$ cat src/rtl/adc_rd_pkg.sv
package adc_rd_pkg;

  // Transaction phases of the read controller
  typedef enum logic [2:0] {
    ST_IDLE,
    ST_CONV,
    ST_MSB,
    ST_CLOCK,
    ST_FINISH
  } rdState_e;

  // Strobes from control to datapath, one cycle each
  typedef struct packed {
    logic park;      // hold serial clock at its rest level
    logic toggle;    // invert the serial clock this cycle
    logic loadMsb;   // capture first bit before any clock edge
    logic shiftBit;  // append data line to the shift register
    logic publish;   // move assembled byte to the output
  } rdStrobe_t;

endpackage

$ cat src/rtl/adc_rd_ctrl.sv
module adc_rd_ctrl
  import adc_rd_pkg::*;
#(
  parameter int CONV_CYCLES = 940,
  parameter int START_PULSE = 4,
  parameter int HALF_CYCLES = 13,
  parameter int DATA_BITS   = 8
) (
  input  logic      clk,
  input  logic      rstN,
  input  logic      startReq,
  input  logic      idleHigh,
  input  logic      sclkLevel,
  output rdStrobe_t strb,
  output logic      convStN,
  output logic      busy
);

  localparam int WAIT_W = $clog2(CONV_CYCLES + 1);
  localparam int HALF_W = $clog2(HALF_CYCLES + 1);
  localparam int EDGES  = 2 * DATA_BITS;
  localparam int EDGE_W = $clog2(EDGES + 1);
  localparam int BIT_W  = $clog2(DATA_BITS + 1);

  rdState_e          state, nextState;
  logic [WAIT_W-1:0] waitCnt;
  logic [HALF_W-1:0] halfCnt;
  logic [EDGE_W-1:0] edgeCnt;
  logic [BIT_W-1:0]  bitCnt;
  logic              fallSeen;
  logic              convLow;
  logic              halfDone;
  logic              wantBit;
  logic              waitOver;
  logic              lastEdge;

  // A half period ends on the last count of the divider
  assign halfDone = (state == ST_CLOCK) && (halfCnt == HALF_W'(HALF_CYCLES - 1));
  assign waitOver = (waitCnt == WAIT_W'(CONV_CYCLES - 1));
  assign lastEdge = (edgeCnt == EDGE_W'(EDGES - 1));

  // Sample only on a rising edge that follows a device-side falling edge
  assign wantBit = halfDone && !sclkLevel && fallSeen && (bitCnt < BIT_W'(DATA_BITS));

  always_comb begin
    nextState = state;
    unique case (state)
      ST_IDLE:   if (startReq) nextState = ST_CONV;
      ST_CONV:   if (waitOver) nextState = ST_MSB;
      ST_MSB:    nextState = ST_CLOCK;
      ST_CLOCK:  if (halfDone && lastEdge) nextState = ST_FINISH;
      ST_FINISH: nextState = ST_IDLE;
      default:   nextState = ST_IDLE;
    endcase
  end

  always_comb begin
    strb          = '0;
    strb.park     = (state != ST_CLOCK);
    strb.toggle   = halfDone;
    strb.loadMsb  = (state == ST_MSB);
    strb.shiftBit = wantBit;
    strb.publish  = (state == ST_FINISH);
  end

  always_ff @(posedge clk) begin
    if (!rstN) begin
      state    <= ST_IDLE;
      waitCnt  <= '0;
      halfCnt  <= '0;
      edgeCnt  <= '0;
      bitCnt   <= '0;
      fallSeen <= 1'b0;
      convLow  <= 1'b0;
    end else begin
      state <= nextState;
      unique case (state)
        ST_IDLE: begin
          if (startReq) begin
            waitCnt <= '0;
            convLow <= 1'b1;
          end
        end
        ST_CONV: begin
          waitCnt <= waitCnt + 1'b1;
          if (waitCnt == WAIT_W'(START_PULSE - 1)) convLow <= 1'b0;
        end
        ST_MSB: begin
          halfCnt  <= '0;
          edgeCnt  <= '0;
          bitCnt   <= BIT_W'(1);
          fallSeen <= 1'b0;
        end
        ST_CLOCK: begin
          if (halfDone) begin
            halfCnt <= '0;
            edgeCnt <= edgeCnt + 1'b1;
            if (wantBit) bitCnt <= bitCnt + 1'b1;
            if (sclkLevel) fallSeen <= 1'b1;
          end else begin
            halfCnt <= halfCnt + 1'b1;
          end
        end
        default: ;
      endcase
    end
  end

  assign busy    = (state != ST_IDLE);
  assign convStN = !convLow;

  // the start pulse begins only from a fresh acceptance
  a_r2_pulse_on_accept: assert property (@(posedge clk) disable iff (!rstN)
    $rose(convLow) |-> (state == ST_CONV) && (waitCnt == '0));

  // no serial clock movement while the converter works
  a_r3_quiet_wait: assert property (@(posedge clk) disable iff (!rstN)
    (state == ST_CONV) |=> $stable(sclkLevel));

  // first bit is taken with the clock still at rest
  a_r4_msb_before_edge: assert property (@(posedge clk) disable iff (!rstN)
    (state == ST_MSB) |-> (sclkLevel == idleHigh));

  // sixteen toggles bring the clock back to its rest level
  a_r5_returns_idle: assert property (@(posedge clk) disable iff (!rstN)
    (state == ST_FINISH) |-> (sclkLevel == idleHigh));

  // exactly the full byte has been collected at completion
  a_r6_bit_count: assert property (@(posedge clk) disable iff (!rstN)
    (state == ST_FINISH) |-> (bitCnt == BIT_W'(DATA_BITS)));

  // a request while busy does not restart the pulse
  a_r10_ignore_busy: assert property (@(posedge clk) disable iff (!rstN)
    (busy && startReq && (state != ST_CONV)) |=> !$rose(convLow));

endmodule

$ cat src/rtl/adc_rd_data.sv
module adc_rd_data
  import adc_rd_pkg::*;
#(
  parameter int DATA_BITS = 8
) (
  input  logic                 clk,
  input  logic                 rstN,
  input  rdStrobe_t            strb,
  input  logic                 idleHigh,
  input  logic                 sdataIn,
  output logic                 sclkOut,
  output logic [DATA_BITS-1:0] dataOut,
  output logic                 doneOut
);

  logic                 sclkQ;
  logic [DATA_BITS-1:0] shiftQ;
  logic [DATA_BITS-1:0] dataQ;
  logic                 doneQ;

  always_ff @(posedge clk) begin
    if (!rstN) begin
      sclkQ  <= idleHigh;
      shiftQ <= '0;
      dataQ  <= '0;
      doneQ  <= 1'b0;
    end else begin
      doneQ <= strb.publish;
      if (strb.toggle) sclkQ <= ~sclkQ;
      else if (strb.park) sclkQ <= idleHigh;
      // First bit lands in the LSB and is pushed up to the MSB by later shifts
      if (strb.loadMsb) shiftQ <= {{(DATA_BITS-1){1'b0}}, sdataIn};
      else if (strb.shiftBit) shiftQ <= {shiftQ[DATA_BITS-2:0], sdataIn};
      if (strb.publish) dataQ <= shiftQ;
    end
  end

  assign sclkOut = sclkQ;
  assign dataOut = dataQ;
  assign doneOut = doneQ;

  // the completion strobe never lasts two cycles
  a_r9_done_single: assert property (@(posedge clk) disable iff (!rstN)
    doneOut |=> !doneOut);

  // no bit is appended while the serial clock is parked
  a_r6_no_shift_parked: assert property (@(posedge clk) disable iff (!rstN)
    strb.park |-> !strb.shiftBit);

endmodule

$ cat src/rtl/adc_rd_top.sv
module adc_rd_top
  import adc_rd_pkg::*;
#(
  parameter int CONV_CYCLES = 940,
  parameter int START_PULSE = 4,
  parameter int HALF_CYCLES = 13,
  parameter int DATA_BITS   = 8
) (
  input  logic                 clk,
  input  logic                 rstN,
  input  logic                 startReq,
  input  logic                 idleHigh,
  input  logic                 sdataIn,
  output logic                 convStN,
  output logic                 sclkOut,
  output logic                 busy,
  output logic [DATA_BITS-1:0] dataOut,
  output logic                 doneOut
);

  rdStrobe_t strb;

  adc_rd_ctrl #(
    .CONV_CYCLES(CONV_CYCLES),
    .START_PULSE(START_PULSE),
    .HALF_CYCLES(HALF_CYCLES),
    .DATA_BITS  (DATA_BITS)
  ) u_ctrl (
    .clk      (clk),
    .rstN     (rstN),
    .startReq (startReq),
    .idleHigh (idleHigh),
    .sclkLevel(sclkOut),
    .strb     (strb),
    .convStN  (convStN),
    .busy     (busy)
  );

  adc_rd_data #(
    .DATA_BITS(DATA_BITS)
  ) u_data (
    .clk     (clk),
    .rstN    (rstN),
    .strb    (strb),
    .idleHigh(idleHigh),
    .sdataIn (sdataIn),
    .sclkOut (sclkOut),
    .dataOut (dataOut),
    .doneOut (doneOut)
  );

endmodule

$ cat config.mk
export PLATFORM = sky130hd
export DESIGN_NAME = adc_rd_top
export DESIGN_NICKNAME = d
export VERILOG_FILES = /design/src/rtl/adc_rd_pkg.sv /design/src/rtl/adc_rd_ctrl.sv /design/src/rtl/adc_rd_data.sv /design/src/rtl/adc_rd_top.sv
export SDC_FILE = /design/constraint.sdc
export NUM_CORES = 1
export LEC_CHECK = 0
export BUFFER_PORTS_ARGS = -buffer_cell sky130_fd_sc_hd__buf_2
export CAP_MARGIN = 20
export CORE_MARGIN = 5
export CORE_UTILIZATION = 50
export CTS_BUF_LIST = sky130_fd_sc_hd__clkbuf_16
export DETAILED_ROUTE_END_ITERATION = 12
export PLACE_DENSITY = 0.72
export SYNTH_ARGS = -nofsm -noshare
export SYNTH_HDL_FRONTEND = slang
export SYNTH_SLANG_ARGS = --single-unit
$ cat constraint.sdc
create_clock -name clk -period 1.5 [get_ports clk]
set_input_delay 0.45 -clock clk [delete_from_list [all_inputs] [get_ports clk]]
set_output_delay 0.45 -clock clk [all_outputs]
set_load 0.01 [all_outputs]
# After elaboration in Yosys (flattened, before gate mapping)
# Cells that the tools add are included.
# classes
add_sub_neg	4
order_cmp	1
n_eq_ne	17
muxes	24
bitwise	2
reduce_logical	19
# op_table
cell	count
$pmux W10 S2	1
$pmux W4 S2	2
$mux W4	3
$pmux W3 S4	1
$reduce_and A3 Y1	4
$add A10 B1 Y10 const B	1
$eq A10 B10 Y1 const B	1
$eq A10 B2 Y1 const B	1
$mux W10	1
$ne A2 B1 Y1 const B	5
$pmux W5 S2	1
$mux W1	9
$mux W3	3
$add A4 B1 Y4 const B	2
$eq A3 B2 Y1 const B	2
$reduce_bool A2 Y1	3
$add A5 B1 Y5 const B	1
$eq A5 B4 Y1 const B	1
$logic_and A1 B1 Y1	5
$mux W5	1
$eq A4 B4 Y1 const B	1
$lt A4 B4 Y1 const B	1
$ne A2 B2 Y1 const B	2
$pmux W1 S2	2
other kinds (10)	13
# word_totals
register_bits	46
input_bits	5
output_inout_bits	12
word_cells	79

# Depth between registers and ports, before layout
# Gate-level depths: netlist (run 1).
# depth
ltp_word	8
mapped_depth	7
ltp_nobuf	6

# By module
# Synthesis (run 1) repeated with hierarchy kept, for this count alone.
# hier_totals
hier_cells	246
hier_area_um2	2204.6
# modules_own_cells
module	instances	cells_per_inst	area_each_um2	seq_area_each_um2
adc_rd_ctrl	1	186	1530.2	560.5
adc_rd_data	1	60	674.4	370.4

# Least setup slack after synthesis (run 1)
# OpenSTA, ideal clock, no wires.
# synth_path
path_type	reg2reg
startpoint	register u_ctrl.edgeCnt[0]
endpoint	register u_ctrl.edgeCnt[4]
t_arrival_ps	1483
t_required_ps	1414
setup_slack_ps	-69
stages_incl_launch_ff	6
path_buffers	0
period_less_slack_ps	1569
cell_sequence	dfxtp_1 ha_1 and3_1 ha_1 or3_1 a211oi_1
# synth_via
elab_chain_len	3
# synth_rtl
item	line	rtl
start, declared	adc_rd_ctrl.sv:28	logic [EDGE_W-1:0] edgeCnt;
start signal, assigned	adc_rd_ctrl.sv:97	edgeCnt <= edgeCnt + 1'b1;
$add A5 B1 Y5	adc_rd_ctrl.sv:97	
$mux W5	adc_rd_ctrl.sv:95	if (halfDone) begin
$pmux W5 S2	adc_rd_ctrl.sv:77	unique case (state)
# No other way between the ends. The select of a mux whose other input is x is not followed.
# A chain may end at the register's enable or synchronous reset.

# Final worst setup path (run 1)
# layout_path
startpoint	register u_ctrl.state[2]
endpoint	output busy
# layout_via
elab_chain_len	1
# layout_rtl
item	line	rtl
start, declared	adc_rd_ctrl.sv:25	rdState_e state, nextState;
start signal, assigned	adc_rd_ctrl.sv:76	state <= nextState;
$reduce_bool A3 Y1	adc_rd_ctrl.sv:109	assign busy = (state != ST_IDLE);
end, declared	adc_rd_top.sv:16	output logic busy,
# No other way between the ends.

==> run summary, run 1 <==
### Timing
* **final worst path period share** 111%
* **final hold violation count** 0
* **timing-limited maximum frequency** 598 MHz
* **number of max-slew violations in the final report** 0
* **Worst slew margin** 70.6%
* **pin slew with the least headroom to its limit** 0.438 ns
* **final critical-path required period** 1.67 ns
* **Worst Skew** 0.00561 ns
* **hold slack final** 0.412 ns
* **final setup violating endpoints** 5
* **RSZ-0062 raised after global routing** true
* **slack of the critical path** -0.172 ns

### Pwr
* **Leakage Power** 1.22 nW
* **maximum resistive drop on vdd** 0.000739 V
* **pwr dens** 869 mW/mm²
* **Total Power** 2.68 mW

### Finish
* **register area** 941 µm²
* **P&R area growth vs syn** 36.6%
* **area taken by multi-input logic gates** 0.00137 mm²
* **fill cell count** 337
* **number of nets in the finished design** 320
* **fraction of final layout cells sized beyond drive strength 1** 34.2%
* **number of antenna repair diodes** 0

### Clock network
* **clock net sink count** 46
* **CTS tree** built
* **H-tree lvl count** 2
* **Clock Pin Slew Worst Setup and Hold Paths** 0.06 ns
* **Bufs on Longest Clock Path** 2
* **clock buffer count from CTS** 5
* **Root Buffer** clkbuf_16
* **total of hold buffers inserted after clock tree synthesis** 0
* **Skew-Pair Late Insertion Delay** 0.29 ns

### Run status
* **outcome** finished, violations left
* **failing checks** negative setup slack

### Place
* **HPWL after DPL** 3680 µm
* **final estimated routing congestion in global placement** 0.789
* **Buffers on Ports** 16

### Drt
* **post-detailed-route wirelength per cell** 16.5 µm
* **Via-to-Cell Ratio** 5.98
* **DRC marker count from the first detailed-route iteration** 124
* **DRC violation count after routing** 0
* **Total Wirelength** 5980 µm
* **Detailed Routing Iterations Pass 1** 4
* **post-detailed-route count of antenna-violating nets** 0
* **routed via count** 2165

### Logic synthesis
* **share of Yosys cell area claimed by the top area cell type** 39.9%
* **most frequent cell after synthesis** dfxtp_1
* **EDFF count, synth** 1
* **register area share after synthesis** 41.2%
* **ys flop type** dfxtp_1
* **count of warnings emitted by yosys** 0
* **count of different cell masters after synthesis** 45
* **cells taking the most area after synthesis** dfxtp_1, mux2i_1, nand3_1
* **share of flip-flops with an asynchronous set or reset after synthesis** 0%
* **Cell Area, Synth** 0.00226 mm²
* **synthesized area per cell** 8.82 µm²
* **net count after synthesis** 267
* **register bit total from synthesis** 46
* **gate count after technology mapping** 256
* **library cell with the largest summed area after synthesis** dfxtp_1
* **commonest cells in the synthesized netlist** dfxtp_1, nand3_1, mux2i_1, clkbuf_1, nand2_1

### Global routing
* **via count of the first global-routing pass** 2054
* **gr ovfl total** 0
* **first-pass GRT wire length** 9220 µm
* **initial antenna violation count** 0
* **global-route usage over all layers** 18.7%
* **maximum number of pins on one net before global-route repair** 19

### Critical path
* **Crit Path Max Fanout** 6
* **critical path cell sequence** buf_6, or3_1, buf_2
* **Worst Path Buf+Inv** 2
* **Critical R2R Capture** u_ctrl.waitCnt[5]$_SDFFE_PN0P_
* **delay of the slowest cell on the worst path** 0.34 ns
* **data arrival time of the critical path** 1.22 ns
* **CP endpoint** busy
* **Setup crit start kind** register
* **startpoint of the worst-slack reg-to-reg timing path** u_ctrl.state[2]$_SDFFE_PN0P_
* **crit path capture type** primary output
* **category of the critical setup timing path** reg2out
* **Worst setup startpoint** u_ctrl.state[2]$_SDFFE_PN0P_
* **CP delay by family, top** simple AND/OR/NAND/NOR gates
* **Critical Path Stages** 3
* **CP max-delay cell** or3_1
* **reg-to-reg slack, setup** -0.09 ns
* **depth of the most critical reg-to-reg path** 4
* **worst path required time** 1.05 ns

### Floorplan
* **Core Rows** 24
* **total I/O pin count** 17
* **initial cell density of the core** 51.8%
* **die span in y** 77.2 µm
* **core region area** 0.00435 mm²
* **die width** 77.2 µm
* **die area** 0.00596 mm²

### Job
* **number of max-cap violations** 0

### Hold path
* **worst min-delay path class** in2reg

## what timing repair did
item                       4_1_cts  5_1_grt
setup endpoints to repair       11       27
pin swaps                        8        7
buffers inserted                 5        2
resized for setup               29       16
gates cloned                     0        0
## cells by family after synthesis
| logic type | count (synthesis) | synth area share, % |
|---|---|---|
| AOI/OAI and AO/OA | 42 | 12.6 |
| xor gates and xnor gates | 1 | 0.388 |
| adders and majority gates | 6 | 3.33 |
| buffers and inverters | 30 | 5.27 |
| DFF | 46 | 41.2 |
| muxes | 21 | 9.31 |
| and+or+nand+nor | 110 | 27.9 |
## registers in the layout (all words and copies together), names as in the netlist
signal	count
u_ctrl.waitCnt	10
u_ctrl.bitCnt	4
u_data.shiftQ	8
u_data.sclkOut	1
u_ctrl.edgeCnt	5
u_ctrl.state	3
u_data.doneOut	1
u_data.dataOut	8
u_ctrl.fallSeen	1
u_ctrl.convLow	1
u_ctrl.halfCnt	4
## per-stage QoR
step | instances | TNS, ns | setup slack [ns] | instance area (µm²) | util (%)
6_report | 362 | -0.344 | -0.172 | 3080 | 70.8
5_1_grt | 362 | -0.681 | -0.195 | 3080 | 70.8
4_1_cts | 360 | -0.310 | -0.185 | 3010 | 69.1
3_5_place_dp | 347 | -0.349 | -0.124 | 2680 | 61.5
3_3_place_gp | 347 | -0.223 | -0.0599 | 2680 | 61.5
2_1_floorplan | 256 | -0.0443 | -0.0443 | 2270 | -
## worst min path at each step
stage / depth (start not counted) / endpoint / start / slack [ns]
6_report: 3 / u_data.shiftQ[0]$_SDFFE_PN0P_ / sdataIn / 0.41
5_1_grt: 3 / u_data.shiftQ[0]$_SDFFE_PN0P_ / sdataIn / 0.43
4_1_cts: 3 / u_data.shiftQ[0]$_SDFFE_PN0P_ / sdataIn / 0.40
3_5_place_dp: 2 / u_ctrl.bitCnt[3]$_SDFFE_PN0P_ / u_ctrl.bitCnt[3]$_SDFFE_PN0P_ / 0.46
3_3_place_gp: 2 / u_ctrl.bitCnt[3]$_SDFFE_PN0P_ / u_ctrl.bitCnt[3]$_SDFFE_PN0P_ / 0.45
2_1_floorplan: 2 / u_ctrl.bitCnt[3]$_SDFFE_PN0P_ / u_ctrl.bitCnt[3]$_SDFFE_PN0P_ / 0.43
## routing by layer
layer / vias to the layer above / share of wire (%) / GRT usage (%)
li1: 1056 / - / -
met1: 1044 / 43 / 23.1
met2: 59 / 52 / 31.4
met3: 6 / 4.6 / 4.33
met4: 0 / 1.3 / 7.04
met5: - / 0 / 0
## worst reg2reg max path: stages, from the launching register on
cell,delay [ns]
dfxtp_2,0.33
buf_4,0.15
or3b_4,0.44
or4_1,0.48
a21oi_1,0.12
## cell usage in the layout, fill, tap and decap left out, types with 4 or more instances in the layout
master | Yosys | layout
nand2_1 | 14 | 14
nand3_1 | 28 | 26
a21oi_1 | 11 | 11
clkbuf_16 | 0 | 6
dfxtp_1 | 45 | 39
mux2i_1 | 21 | 21
nand2b_1 | 6 | 5
nor2_1 | 13 | 13
o21ai_0 | 8 | 7
buf_6 | 0 | 6
a31oi_1 | 4 | 4
buf_4 | 0 | 43
inv_1 | 9 | 8
dfxtp_2 | 0 | 5
buf_2 | 5 | 16
nand4_1 | 8 | 8
## power by group
| part | switching [mW] | leakage [nW] | internal, mW |
|---|---|---|---|
| Combinational | 0.138 | 0.768 | 0.123 |
| Clock | 0.461 | 0.0794 | 0.712 |
| Sequential | 0.00793 | 0.377 | 1.24 |
| Total | 0.607 | 1.22 | 2.07 |
## final cells by class
cell class | count | area share (%)
timing repair buffer | 67 | 16.6
clock buffer | 6 | 4.87
sequential | 46 | 30.5
multi-input combinational | 180 | 44.5
tap | 52 | 2.11
inverter | 9 | 1.10
clock inverter | 2 | 0.365
Power figures use the tool's default switching activity.
==> run 2, diff against run 1 <==
==> constraint.sdc (replaced) <==
create_clock -name clk -period 1.5 [get_ports clk]
set_input_delay 0.15 -clock clk [delete_from_list [all_inputs] [get_ports clk]]
set_output_delay 0.15 -clock clk [all_outputs]
set_load 0.01 [all_outputs]
==> run summary, run 2 (synthesized netlist as in run 1, its figures left out) <==
### Run status
* **outcome** complete, no violations

### Clock network
* **total of hold buffers inserted after clock tree synthesis** 0
* **Bufs on Longest Clock Path** 2
* **clock net sink count** 46
* **H-tree lvl count** 2
* **clock buffer count from CTS** 5
* **CTS tree** built
* **Clock Pin Slew Worst Setup and Hold Paths** 0.06 ns
* **Skew-Pair Late Insertion Delay** 0.29 ns
* **Root Buffer** clkbuf_16

### Hold path
* **hold endpoint** u_data.shiftQ[0]$_SDFFE_PN0P_
* **beginning of the worst hold path** sdataIn
* **Min-Delay Path Depth** 3
* **worst min-delay path class** in2reg

### Timing
* **pin slew with the least headroom to its limit** 0.381 ns
* **final worst path period share** 99.5%
* **Worst Skew** 0.00439 ns
* **Total Neg Setup Slack** 0 ns
* **hold slack final** 0.107 ns
* **slack of the critical path** 0.00690 ns
* **timing-limited maximum frequency** 670 MHz
* **final critical-path required period** 1.49 ns
* **number of max-slew violations in the final report** 0
* **Worst slew margin** 74.4%
* **final setup violating endpoints** 0
* **RSZ-0062 raised after global routing** true
* **final hold violation count** 0

### Pwr
* **maximum resistive drop on vdd** 0.000717 V
* **Power Internal** 1.97 mW
* **pwr dens** 853 mW/mm²
* **power share of the clock group** 42.3%
* **switching power summed over all nets** 0.607 mW
* **Leakage Power** 1.14 nW
* **logic gate share of total power** 9.3%
* **switching fraction of total power** 23.6%
* **share of power burned in registers** 48.4%

### Finish
* **most common cell after layout, fill and taps aside** buf_4
* **fraction of final layout cells sized beyond drive strength 1** 33.6%
* **final standard cell utilization of the core** 69.2%
* **number of flip-flops in the largest register** 10
* **number of nets in the finished design** 317
* **fill cell count** 304
* **filler-free cell count of the finished design** 359
* **number of antenna repair diodes** 0
* **P&R area growth vs syn** 33.5%
* **top library cells by usage in the layout, fill and taps aside** buf_4, dfxtp_1, nand3_1, mux2i_1, buf_2
* **Most flops, register** u_ctrl.waitCnt

### Global routing
* **via count of the first global-routing pass** 1854
* **gr ovfl total** 0
* **maximum number of pins on one net before global-route repair** 21
* **first-pass GRT wire length** 8890 µm
* **global-route usage over all layers** 17.9%
* **initial antenna violation count** 0

### Drt
* **routed via count** 2095
* **Detailed Routing Iterations Pass 1** 4
* **post-detailed-route wirelength per cell** 15.0 µm
* **post-detailed-route count of antenna-violating nets** 0
* **Via-to-Cell Ratio** 5.84
* **DRC marker count from the first detailed-route iteration** 80
* **DRC violation count after routing** 0
* **Total Wirelength** 5390 µm

### Place
* **number of instances in the placed design** 344
* **Buffers on Ports** 16
* **HPWL after DPL** 3470 µm
* **pre-CTS setup slack** -0.129 ns
* **final estimated routing congestion in global placement** 0.854

### Critical path
* **data arrival time of the critical path** 1.70 ns
* **Critical R2R Capture** u_ctrl.edgeCnt[4]$_SDFFE_PN0P_
* **Setup crit start kind** register
* **depth of the most critical reg-to-reg path** 5
* **category of the critical setup timing path** reg2reg
* **worst path required time** 1.71 ns
* **reg-to-reg slack, setup** 0.007 ns
* **startpoint of the worst-slack reg-to-reg timing path** u_ctrl.edgeCnt[1]$_SDFFE_PN0P_
* **crit path capture type** register
* **Crit Path Max Fanout** 2

### Floorplan
* **initial cell density of the core** 51.8%
* **die width** 77.2 µm
* **Core Rows** 24
* **die area** 0.00596 mm²
* **die span in y** 77.2 µm
* **core region area** 0.00435 mm²
* **total I/O pin count** 17

### Job
* **number of max-cap violations** 0

[run 2: cell count changes in the layout (fill, tap and decap cells not counted), sizes merged]
cell	delta
clkinv	+2
inv	-1
buf	-3
clkbuf	-1
[run 2: metrics by stage]
stage | area, µm² | power [mW]
CTS | 2840 | 2.55
floorplan | 2270 | 1.40
global placement | 2640 | 1.47
detailed placement | 2640 | 1.47
finish | 3010 | 2.57
global route | 3010 | 2.68
[run 2: worst max-delay path: stages, from the launching register on]
cell and delay (ns):
dfxtp_2 0.33, ha_4 0.15, and3_4 0.18, ha_4 0.20, or3_1 0.38, a211oi_2 0.18
[run 2: metal layers]
layer	up-vias	global-route usage (%)	part of all wire [%]
met4	0	5.15	1.2
met5	-	0	0
li1	1048	-	-
met1	1004	23.5	45
met3	5	4.10	3.8
met2	38	29.0	50
[run 2: cell type report]
class	instances	area, µm²	share of cell area (%)
Tap cell	52	65.1	2.16
Sequential cell	46	941	31.2
Clock buffer	5	125	4.15
Inverter	9	33.8	1.12
Multi-Input combinational cell	180	1360	45.0
Clock inverter	3	21.3	0.706
Timing Repair Buffer	64	473	15.7
[run 2: worst max-delay path by stage]
stage          slack (ns)                            from                             end
2_1_floorplan       -0.04  u_ctrl.edgeCnt[0]$_SDFFE_PN0P_  u_ctrl.edgeCnt[4]$_SDFFE_PN0P_
3_3_place_gp        -0.05  u_ctrl.edgeCnt[0]$_SDFFE_PN0P_  u_ctrl.edgeCnt[4]$_SDFFE_PN0P_
3_5_place_dp        -0.13  u_ctrl.edgeCnt[0]$_SDFFE_PN0P_  u_ctrl.edgeCnt[4]$_SDFFE_PN0P_
4_1_cts             -0.01  u_ctrl.edgeCnt[1]$_SDFFE_PN0P_  u_ctrl.edgeCnt[4]$_SDFFE_PN0P_
5_1_grt             -0.03  u_ctrl.edgeCnt[1]$_SDFFE_PN0P_  u_ctrl.edgeCnt[4]$_SDFFE_PN0P_
6_report            0.007  u_ctrl.edgeCnt[1]$_SDFFE_PN0P_  u_ctrl.edgeCnt[4]$_SDFFE_PN0P_
[run 2: power by group through the flow]
stage / clock network [mW] / registers, mW / logic, mW
floorplan: 0 / 1.27 / 0.127
global placement: 0 / 1.27 / 0.193
detailed placement: 0 / 1.27 / 0.194
CTS: 1.10 / 1.25 / 0.206
global route: 1.18 / 1.25 / 0.261
finish: 1.09 / 1.25 / 0.239
[run 2: what timing repair did]
action                     CTS  global route
gates cloned                 0             1
setup endpoints to repair   16            30
buffers inserted             1             5
pin swaps                    5             3
hold endpoints to repair     0             0
resized for setup           10            32
==> run 3, diff against run 2 <==
Settings changed: SYNTH_HIERARCHICAL set to 1.
==> run summary, run 3 <==
### Timing
* **final setup violating endpoints** 5
* **number of max-slew violations in the final report** 0
* **hold slack final** 0.101 ns
* **pin slew with the least headroom to its limit** 0.790 ns
* **final hold violation count** 0
* **RSZ-0062 raised after global routing** true
* **slack of the critical path** -0.0573 ns
* **Total Neg Setup Slack** -0.167 ns
* **Worst Skew** 0.00672 ns
* **final worst path period share** 104%
* **timing-limited maximum frequency** 642 MHz
* **Worst slew margin** 47.3%
* **final critical-path required period** 1.56 ns

### Finish
* **filler-free cell count of the finished design** 347
* **number of flip-flops in the largest register** 10
* **final design instance area without fill** 0.00304 mm²
* **Most flops, register** u_ctrl/waitCnt
* **number of antenna repair diodes** 0
* **most common cell after layout, fill and taps aside** dfxtp_1
* **top library cells by usage in the layout, fill and taps aside** dfxtp_1, buf_4, mux2i_1, nand3_1, nand2_1
* **fraction of final layout cells sized beyond drive strength 1** 38.6%
* **P&R area growth vs syn** 37.9%
* **number of nets in the finished design** 305
* **final standard cell utilization of the core** 70.3%

### Critical path
* **Setup crit start kind** register
* **startpoint of the worst-slack reg-to-reg timing path** u_ctrl/state[0]$_SDFFE_PN0P_
* **critical path cell sequence** or3b_4, or4_1, a31oi_1
* **Crit Path Max Fanout** 7
* **CP max-delay cell** or4_1
* **delay of the slowest cell on the worst path** 0.52 ns
* **CP endpoint** u_ctrl/waitCnt[6]$_SDFFE_PN0P_
* **category of the critical setup timing path** reg2reg
* **crit path capture type** register
* **Critical R2R Capture** u_ctrl/waitCnt[6]$_SDFFE_PN0P_
* **reg-to-reg slack, setup** -0.06 ns
* **depth of the most critical reg-to-reg path** 3
* **Worst setup startpoint** u_ctrl/state[0]$_SDFFE_PN0P_
* **worst path required time** 1.70 ns
* **data arrival time of the critical path** 1.76 ns

### Run status
* **outcome** finished, violations left
* **failing checks** negative setup slack

### Drt
* **DRC marker count from the first detailed-route iteration** 107
* **length of routed met3 wiring** 247 µm
* **post-detailed-route wirelength per cell** 15.9 µm
* **Total Wirelength** 5530 µm
* **Via-to-Cell Ratio** 5.85
* **Met2 Routed Length** 2670 µm
* **sum of routed wire segments on met1** 2530 µm
* **Detailed Routing Iterations Pass 1** 4
* **DRC violation count after routing** 0
* **routed via count** 2031
* **Max Used Layer** met4
* **post-detailed-route count of antenna-violating nets** 0

### Place
* **placed standard-cell area** 0.00256 mm²
* **number of instances in the placed design** 326
* **Buffers on Ports** 16
* **HPWL after DPL** 3230 µm
* **final estimated routing congestion in global placement** 0.837

### Logic synthesis
* **commonest cells in the synthesized netlist** dfxtp_1, mux2i_1, nand3_1, nand2_1, nor2_1
* **count of warnings emitted by yosys** 6
* **share of Yosys cell area claimed by the top area cell type** 40.9%
* **cells taking the most area after synthesis** dfxtp_1, mux2i_1, nand3_1
* **library cell with the largest summed area after synthesis** dfxtp_1
* **ys flop type** dfxtp_1
* **share of flip-flops with an asynchronous set or reset after synthesis** 0%
* **net count after synthesis** 257
* **gate count after technology mapping** 246
* **synthesized area per cell** 8.96 µm²
* **register bit total from synthesis** 46
* **count of different cell masters after synthesis** 38
* **Cell Area, Synth** 0.00220 mm²
* **EDFF count, synth** 1
* **register area share after synthesis** 42.2%
* **most frequent cell after synthesis** dfxtp_1

### Floorplan
* **total I/O pin count** 17
* **core region area** 0.00432 mm²
* **die area** 0.00584 mm²
* **die width** 76.4 µm
* **Core Rows** 24
* **die span in y** 76.4 µm
* **initial cell density of the core** 51.0%

### Pwr
* **maximum resistive drop on vdd** 0.000414 V
* **Leakage Power** 1.09 nW
* **pwr dens** 905 mW/mm²

### Clock network
* **clock buffer count from CTS** 5
* **total of hold buffers inserted after clock tree synthesis** 0
* **Skew-Pair Late Insertion Delay** 0.29 ns
* **Root Buffer** clkbuf_16
* **Clock Pin Slew Worst Setup and Hold Paths** 0.07 ns
* **clock net sink count** 46
* **H-tree lvl count** 2
* **CTS tree** built
* **Bufs on Longest Clock Path** 2

### Global routing
* **initial antenna violation count** 0
* **global-route usage over all layers** 18.0%
* **via count of the first global-routing pass** 1892
* **first-pass GRT wire length** 8780 µm
* **maximum number of pins on one net before global-route repair** 22
* **gr ovfl total** 0

### Hold path
* **worst min-delay path class** in2reg

### Job
* **number of max-cap violations** 0

==> run 3: changes by cell type in the layout (fill, tap and decap cells not counted), moves of 4 or more <==
cell,previous run,this run
a21oi_1,11,7
nor2b_1,1,10
dfxtp_1,39,33
o21ai_0,8,3
nand3_1,27,17
nand4_1,8,4
dfxtp_2,5,11
buf_4,41,32
a31oi_1,4,8
buf_6,4,9
a21oi_2,0,4
==> run 3: kinds of logic (layout without fill, tap and decap cells) <==
family                     after synthesis  count (layout)  synth area share, %
buffers and inverters                   28              76                 5.62
AOI/OAI and AO/OA                       41              41                 12.4
muxes                                   20              20                 9.08
and+or+nand+nor                        105             106                 27.3
adders and majority gates                6               6                 3.41
DFF                                     46              46                 42.2
==> run 3: timing repair <==
action                                  CTS  global route
gates resized for setup                  18            32
pin swaps                                 6            15
endpoints found under the setup margin   18            24
buffers inserted                          6             6
gates cloned                              1             0
==> run 3: area by class of cell <==
| class | count | area [µm²] |
|---|---|---|
| multi-input cells | 173 | 1370 |
| fillers | 324 | 1280 |
| flip-flops and latches | 46 | 948 |
| repair buffers | 59 | 477 |
| clock buffers | 5 | 125 |
| well taps | 52 | 65.1 |
| inverters | 9 | 33.8 |
| clock inverters | 3 | 16.3 |
==> run 3: worst min-delay path by stage <==
| stage | startpoint | endpoint | depth (start not counted) |
|---|---|---|---|
| finish | sdataIn | u_data/shiftQ[0]$_SDFFE_PN0P_ | 3 |
| global route | sdataIn | u_data/shiftQ[0]$_SDFFE_PN0P_ | 3 |
| CTS | sdataIn | u_data/shiftQ[0]$_SDFFE_PN0P_ | 3 |
| detailed placement | sdataIn | u_data/shiftQ[0]$_SDFFE_PN0P_ | 3 |
| global placement | sdataIn | u_data/shiftQ[0]$_SDFFE_PN0P_ | 3 |
| floorplan | rstN | u_data/shiftQ[0]$_SDFFE_PN0P_ | 2 |
==> run 3: worst max-delay path, delay by kind of cell, from the launching register on <==
family	cells	cell delay [ns]
and+or+nand+nor	2	0.95
AOI/OAI and AO/OA	1	0.17
DFF	1	0.35
==> run 3: where the power goes <==
part	internal, mW	total (mW)	switching [mW]
combinational	0.188	0.404	0.215
sequential	1.25	1.27	0.0212
clock	0.609	1.07	0.466
==> run 3: per-layer routing <==
| metal | GRT usage, % | vias up |
|---|---|---|
| met4 | 5.24 | 0 |
| met1 | 23.4 | 972 |
| li1 | - | 998 |
| met5 | 0 | - |
| met2 | 29.6 | 52 |
| met3 | 4.02 | 9 |
==> run 3: metrics by stage <==
| step | setup slack [ns] | power (mW) |
|---|---|---|
| 6_report | -0.0573 | 2.75 |
| 3_3_place_gp | -0.0106 | 1.58 |
| 3_5_place_dp | -0.0587 | 1.59 |
| 4_1_cts | -0.0404 | 2.69 |
| 2_1_floorplan | -0.124 | 1.47 |
| 5_1_grt | -0.0968 | 2.86 |
